**config.mk**
```make
export PLATFORM = sky130hd
export DESIGN_NAME = scout_tracker
export DESIGN_NICKNAME = d
export VERILOG_FILES = /design/src/rtl/scout_tracker.sv
export SDC_FILE = /design/constraint.sdc
export NUM_CORES = 2
export LEC_CHECK = 0
export ABC_CLOCK_PERIOD_IN_PS = 4000
export BUFFER_PORTS_ARGS = -buffer_cell sky130_fd_sc_hd__buf_2
export CORE_ASPECT_RATIO = 1.1
export CORE_MARGIN = 4
export CORE_UTILIZATION = 50
export CTS_CLUSTER_SIZE = 16
export DETAILED_ROUTE_END_ITERATION = 8
export PLACE_DENSITY = 0.67
export REMOVE_ABC_BUFFERS = 1
export SLEW_MARGIN = 20
export SYNTH_ARGS = -nofsm -noshare
export SYNTH_HDL_FRONTEND = slang
export SYNTH_SLANG_ARGS = --single-unit
export TNS_END_PERCENT = 30
```
**constraint.sdc**
```tcl
create_clock -name clk -period 4 [get_ports clk]
set_input_delay 0.4 -clock clk [delete_from_list [all_inputs] [get_ports clk]]
set_output_delay 0.4 -clock clk [all_outputs]
set_load 0.03 [all_outputs]
```
**src/rtl/scout_tracker.sv**
```systemverilog
module scout_tracker #(
  parameter int NREG      = 16,
  parameter int W         = 16,
  parameter int RAS_DEPTH = 4,
  parameter int AW        = 12
) (
  input  logic                    clk,
  input  logic                    rst_n,
  input  logic                    iss_valid,
  input  logic [1:0]              iss_kind,
  input  logic [$clog2(NREG)-1:0] iss_dst,
  input  logic [$clog2(NREG)-1:0] iss_src_a,
  input  logic [$clog2(NREG)-1:0] iss_src_b,
  input  logic                    iss_use_b,
  input  logic [W-1:0]            iss_result,
  input  logic                    iss_miss,
  input  logic                    sb_full,
  input  logic                    data_ret,
  input  logic                    ras_push,
  input  logic                    ras_pop,
  input  logic [AW-1:0]           ras_addr,
  input  logic [$clog2(NREG)-1:0] rd_sel,
  output logic                    scouting,
  output logic                    restore,
  output logic                    iss_nt,
  output logic                    mem_req,
  output logic [NREG-1:0]         nt_vec,
  output logic [W-1:0]            rd_main,
  output logic [W-1:0]            rd_live,
  output logic [AW-1:0]           ras_top
);
  localparam int RW = $clog2(NREG);
  localparam int PW = $clog2(RAS_DEPTH);
  localparam logic [1:0] K_ALU = 2'd0, K_LD = 2'd1, K_ST = 2'd2;

  logic [NREG-1:0][W-1:0]       rf_main, rf_shad, main_nx;
  logic [NREG-1:0]              nt;
  logic [RAS_DEPTH-1:0][AW-1:0] ras, ras_nx, ras_ck;
  logic [PW-1:0]                ptr, ptr_nx, ptr_ck;

  wire a_nt    = scouting & nt[iss_src_a];
  wire b_nt    = scouting & iss_use_b & nt[iss_src_b];
  wire is_mem  = iss_kind == K_LD || iss_kind == K_ST;
  wire dst_wr  = iss_valid & (iss_kind == K_ALU || iss_kind == K_LD);
  wire miss_ld = iss_valid & (iss_kind == K_LD) & iss_miss;
  wire dst_nt  = iss_kind == K_ALU ? (a_nt | b_nt) : (iss_kind == K_LD ? (a_nt | iss_miss) : 1'b0);
  wire wr_en   = dst_wr & ~dst_nt;
  wire enter   = ~scouting & (miss_ld | sb_full);

  assign iss_nt  = iss_valid & dst_nt;
  assign mem_req = iss_valid & is_mem & ~a_nt;
  assign restore = scouting & data_ret;
  assign nt_vec  = nt;
  assign rd_main = rf_main[rd_sel];
  assign rd_live = scouting ? rf_shad[rd_sel] : rf_main[rd_sel];
  assign ras_top = ras[ptr - PW'(1)];

  always_comb begin
    main_nx = rf_main;
    if (wr_en) main_nx[iss_dst] = iss_result;
  end

  always_comb begin
    ras_nx = ras;
    ptr_nx = ptr;
    if (ras_push) begin
      ras_nx[ptr] = ras_addr;
      ptr_nx      = ptr + PW'(1);
    end else if (ras_pop) begin
      ptr_nx = ptr - PW'(1);
    end
  end

  always_ff @(posedge clk or negedge rst_n) begin
    if (!rst_n) begin
      rf_main  <= '0;
      rf_shad  <= '0;
      nt       <= '0;
      scouting <= 1'b0;
      ras      <= '0;
      ptr      <= '0;
      ras_ck   <= '0;
      ptr_ck   <= '0;
    end else if (!scouting) begin
      rf_main <= main_nx;
      ras     <= ras_nx;
      ptr     <= ptr_nx;
      if (enter) begin
        scouting <= 1'b1;
        rf_shad  <= main_nx;
        nt       <= miss_ld ? (NREG'(1) << iss_dst) : '0;
        ras_ck   <= ras_nx;
        ptr_ck   <= ptr_nx;
      end
    end else if (data_ret) begin
      scouting <= 1'b0;
      nt       <= '0;
      ras      <= ras_ck;
      ptr      <= ptr_ck;
    end else begin
      if (wr_en)  rf_shad[iss_dst] <= iss_result;
      if (dst_wr) nt[iss_dst]      <= dst_nt;
      ras <= ras_nx;
      ptr <= ptr_nx;
    end
  end

  a_r2_enter_on_miss: assert property (@(posedge clk) disable iff (!rst_n)
    !scouting && miss_ld |=> scouting && nt[$past(iss_dst)]);
  a_r3_enter_on_full: assert property (@(posedge clk) disable iff (!rst_n)
    !scouting && sb_full |=> scouting);
  a_r5_main_frozen: assert property (@(posedge clk) disable iff (!rst_n)
    scouting |=> $stable(rf_main));
  a_r6_clean_exit: assert property (@(posedge clk) disable iff (!rst_n)
    scouting && data_ret |=> !scouting && nt == '0);
  a_r7_ckpt_held: assert property (@(posedge clk) disable iff (!rst_n)
    scouting && !data_ret |=> $stable(ras_ck) && $stable(ptr_ck));
  a_r8_no_poison_addr: assert property (@(posedge clk) disable iff (!rst_n)
    scouting && iss_valid && nt[iss_src_a] |-> !mem_req);
  a_r9_single_ckpt: assert property (@(posedge clk) disable iff (!rst_n)
    scouting && !data_ret |=> scouting);
  a_r10_normal_clean: assert property (@(posedge clk) disable iff (!rst_n)
    !scouting |-> nt == '0);
endmodule

```
# Yosys cells after proc, flatten, opt, wreduce, memory -nomap -nowiden
# Index checks and enable logic that the tools add are counted.
totals:
  reg_bits: 629
  word_cells: 130
classes:
  addsub: 2
  magnitude_cmp: 8
  n_eq_ne: 5
  n_shift: 1
  n_mux: 43
  n_bitwise: 18
  n_reduce_logical: 9
ops:
  columns: ["operator", "n"]
  rows:
  - ["$mux 256", 5]
  - ["$bwmux 256", 2]
  - ["$mux 16", 9]
  - ["$mux 48", 3]
  - ["$bmux 16 s4", 2]
  - ["$demux 16 s4", 1]
  - ["$bwmux 48", 1]
  - ["$bmux 12 s2", 1]
  - ["$demux 12 s2", 1]
  - ["$mux 12", 2]
  - ["$lt 4x5->1 const B", 4]
  - ["$bwmux 16", 1]
  - ["$shl 1x4->16 const A", 1]
  - ["$and 1x1->1", 12]
  - ["$bmux 1 s4", 2]
  - ["$mux 1", 8]
  - ["$mux 2", 4]
  - ["$lt 2x3->1 const B", 2]
  - ["$demux 1 s4", 1]
  - ["$ge 4x1->1 const B", 1]
  - ["$reduce_and 2->1", 2]
  - ["$ne 3x2->1 const B", 1]
  - ["$not 1->1", 3]
  - ["$or 1x1->1", 3]
  - ["12 further kinds", 14]

# Logic depth before layout (Yosys ltp)
depth:
  word_depth: 11
  ltp_mapped: 12
  ltp_nobuf: 8

# Least setup slack after synthesis
# Ideal clock, no wire load.
synth_path:
  path_kind: "input port to output port"
  from: "in rd_sel[0]"
  to: "out rd_live[10]"
  t_arrival_ps: 2725
  t_required_ps: 3600
  slack_ps: 875
  cell_stages: 5
  path_buffers: 2
  path_cell_list: "clkbuf_1 buf_1 mux4_2 mux4_2 mux2_2"
synth_between:
  elab_chain_len: 3
  word_cells_on_any_way: 5
  cone_classes: "5 x mux"
synth_lines:
  columns: ["element", "line", "text"]
  rows:
  - ["from (decl)", "22", "input logic [$clog2(NREG)-1:0] rd_sel,"]
  - ["$bmux 16 s4", null, null]
  - ["$mux 16", null, null]
  - ["net rd_main[10]", "28", "output logic [W-1:0] rd_main,"]
  - ["$mux 16", "55", "assign rd_live = scouting ? rf_shad[rd_sel] : rf_main[rd_sel];"]
  - ["to (decl)", "29", "output logic [W-1:0] rd_live,"]
# The timed path passes the listed nets, and every way through them passes these cells. The select of a mux whose other input is x is not followed.

# Worst setup path in the final report
layout_path:
  from: "in rd_sel[0]"
  to: "out rd_live[7]"
layout_between:
  elab_chain_len: 3
  word_cells_on_any_way: 5
  cone_classes: "5 x mux"
layout_lines:
  columns: ["element", "line"]
  rows:
  - ["$bmux 16 s4", "55"]
  - ["$mux 16 (implied by the code)", "55"]
  - ["$mux 16 *", "55"]
# Mark *: on every way between the ends. The rest lies on a longest branch, timed or not. The select of a mux whose other input is x is not followed.

==> results.py <==
metrics = {
    "outcome": {
        "outcome": "complete, no violations",
    },
    "yosys": {
        "yosys.area.top_type": "dfrtp_1",
        "yosysSeqAreaShare": 0.510,
        "syn_area_mm2": 0.0309,
        "postSynthCellCount": 2299,
        "yosysWarnings": 0,
        "yosys.area_share.xor_xnor": 0.000284,
        "synth_ff_type": "dfrtp_1",
        "synthDistinctLibCells": 48,
        "synth_simple_gate_area_share": 0.0290,
        "synth-async-reset-ratio": 1.00,
        "synth_edf_count": 0,
        "synthTopCellsByArea": "dfrtp_1 51%, mux4_2 13%, mux2_2 11%",
        "synthAdderAreaFrac": 0.00243,
        "synth_top_cell_area_share": 0.510,
        "synth-compound-area-share": 0.169,
        "syn_avg_cell_area_um2": 13.4,
        "synthMuxAreaShare": 0.257,
        "synth_top_family_by_area": "multiplexers",
        "ys_seq_elements": 629,
    },
    "detailed_routing": {
        "drt_iter0_markers": 2136,
        "drc": 0,
        "m1WireLength_um": 37300,
        "wl_met2_um": 47200,
        "vias_per_cell": 6.94,
        "detail-route-antenna-nets": 0,
        "drtPass1Iterations": 5,
        "met3RoutedLength_um": 8360,
        "vias": 22500,
        "wl_per_cell_um": 30.4,
        "top_layer_used": "met5",
        "drt-total-wl_um": 98400,
    },
    "pwr": {
        "p_leak_nw": 15.4,
        "ir_worst_vdd_v": 0.000538,
        "p_per_area_mw_per_mm2": 660,
        "p_total_w": 0.0231,
    },
    "worst_setup_path": {
        "crit_buf_inv": 3,
        "critPathLaunchType": "input port",
        "max_stage_delay_ns": 0.60,
        "cp_top_family": "multiplexers",
        "r2r_slack_ns": 0.82,
        "cpMaxStageDelayCell": "mux4_2",
        "path_class": "in -> out",
        "reg2reg_from": "nt_vec[2]$_DFFE_PN0P_",
        "worstPathMaxFanout": 34,
        "required_ns": 3.60,
        "crit_top_cell": "mux4_2",
        "r2r_cells": 7,
        "arrival_ns": 2.79,
        "end_kind": "output pin",
        "r2r-end": "rf_shad[202]$_DFFE_PN0P_",
        "path_cells": "clkbuf_8, buf_12, mux4_2, mux4_2, mux2_2, buf_2",
    },
    "final_layout": {
        "drive_above_1_share": 0.374,
        "postLayoutCellArea_mm2": 0.0350,
        "area_delta_synth_final_pct": 13.3,
        "nFillCells": 4876,
        "regArea_mm2": 0.0157,
        "nNetsFinal": 2430,
        "multi_input_area_mm2": 0.0142,
    },
    "clock_network": {
        "cts_sinks": 629,
        "clk_latency_ns": 0.61,
        "numCtsBuffers": 68,
        "cts_tree": "yes",
        "root_buffer": "clkbuf_16",
        "htree_levels": 3,
        "postCtsResizedCells": 0,
        "clockBufferDepth": 3,
        "clkTransAtPathRegs_ns": 0.06,
    },
    "worst_hold_path": {
        "min-delay-start": "ras_addr[10]",
        "hold_depth": 3,
        "min_to": "ras[46]$_DFF_PN0_",
        "hold_class": "in -> reg",
    },
    "floorplan": {
        "dieArea_mm2": 0.0658,
        "rows": 95,
        "core_area_mm2": 0.0611,
        "ios": 119,
        "die_w_um": 245,
        "dieHeight_um": 269,
        "initial_utilization": 0.506,
    },
    "grt": {
        "grt.overflow.total": 0,
        "grt_pass1_wl_um": 147000,
        "antenna_found_initial": 7,
        "grt.total_usage": 0.298,
        "grt_start_max_net_pins": 108,
        "grt_pass1_vias": 22900,
    },
    "place": {
        "routabilityCongestion": 0.891,
        "pre_cts_ws_ns": 0.642,
        "placement.io_buffers": 118,
        "place_area_mm2": 0.0327,
        "hpwl_um": 60900,
    },
    "sta": {
        "setup_viol": 0,
        "hold_viol_final": 0,
        "drv_slew": 0,
        "fin_crit_ns": 3.19,
        "layout_setup_ws_ns": 0.808,
        "max_freq_mhz": 313,
        "holdWs_ns": 0.162,
        "rsz0062_at_grt": "false",
        "fin_skew_ns": 0.0278,
        "timing.final.crit_share": 0.798,
        "worst_pin_slew_ns": 1.10,
        "relSlewSlack": 0.263,
    },
    "job": {
        "maxCapViolCount": 0,
    },
}
power by group:
part	total, W	switching [W]	internal, W
Combinational	0.00702	0.00356	0.00347
Clock	0.00642	0.00258	0.00383
Sequential	0.00965	0.00130	0.00835
Total	0.0231	0.00744	0.0157
how the worst max path moves through the flow:
stage,start,end,depth (start not counted)
after detailed placement,iss_src_a[0],rf_shad[254]$_DFFE_PN0P_,8
after CTS,ptr[0]$_DFF_PN0_,ras_top[11],5
final,rd_sel[0],rd_live[7],6
after global placement,iss_src_a[0],rf_shad[254]$_DFFE_PN0P_,8
after floorplan,scouting$_DFF_PN0_,rf_shad[0]$_DFFE_PN0P_,3
after global routing,nt_vec[7]$_DFFE_PN0P_,rf_shad[202]$_DFFE_PN0P_,8
worst register-to-register path: stages (launching register included):
cell,delay [ns]
dfrtp_1,0.51
mux2i_1,0.15
a2111oi_2,0.62
nor3_4,0.12
a31oi_4,0.91
a21oi_2,0.26
buf_4,0.32
a2bb2oi_1,0.17
stage by stage:
step	TNS, ns	util	cells
floorplan	-1574.88	-	2071
global placement	0	0.536	3122
detailed placement	0	0.536	3122
CTS	0	0.573	3239
global route	0	0.573	3241
finish	0	0.573	3241
registers in the layout, summed over array words and instances, names as in the netlist:
signal    flops
ptr           2
rf_shad     256
ras          48
nt_vec       16
scouting      1
ptr_ck        2
rf_main     256
ras_ck       48
cells in the mapped netlist (40+ instances only):
cell	instances
o22ai_1	240
a2bb2oi_1	200
dfrtp_1	629
clkbuf_1	135
mux2i_1	60
mux4_2	174
nand2_1	86
o21ai_0	52
mux2_2	300
a21oi_1	52
buf_2	49
a2bb2oi_2	40
nor2_1	86
final cells by class:
| cell class | instances | share of cell area |
|---|---|---|
| diodes | 2 | 0.000143 |
| well taps | 824 | 0.0294 |
| clock buffers | 101 | 0.0582 |
| inverters | 6 | 0.000643 |
| repair buffers | 228 | 0.0491 |
| flip-flops and latches | 629 | 0.450 |
| multi-input cells | 1436 | 0.407 |
| clock inverters | 15 | 0.00615 |
layer usage:
metal / track usage / up-vias
met2: 0.483 / 1255
met4: 0.153 / 2
met1: 0.385 / 11800
met3: 0.0591 / 282
met5: 0 / -
li1: - / 9148
logic make-up (layout without fill, tap and decap cells):
family	count (synthesis)	after routing
fa+ha+maj	6	6
xor+xnor	1	1
compound gates	678	678
simple gates	213	213
mux	538	538
buf+inv	234	350
flops	629	629
other cells	0	2
layout by cell type, fill, tap and decap left out, types with 69 or more instances in the layout:
master     count
nor2_1        85
clkbuf_16     69
buf_2        115
buf_4         87
mux2_2       300
mux4_2       174
nand2_1       85
a2bb2oi_1    200
dfrtp_1      628
o22ai_1      240
timing repair:
action / CTS / global route
buffers inserted: 0 / 0
endpoints found under the hold margin: 95 / 0
hold buffers: 1 / 0
Note: power is estimated with default switching activity, not from simulation.
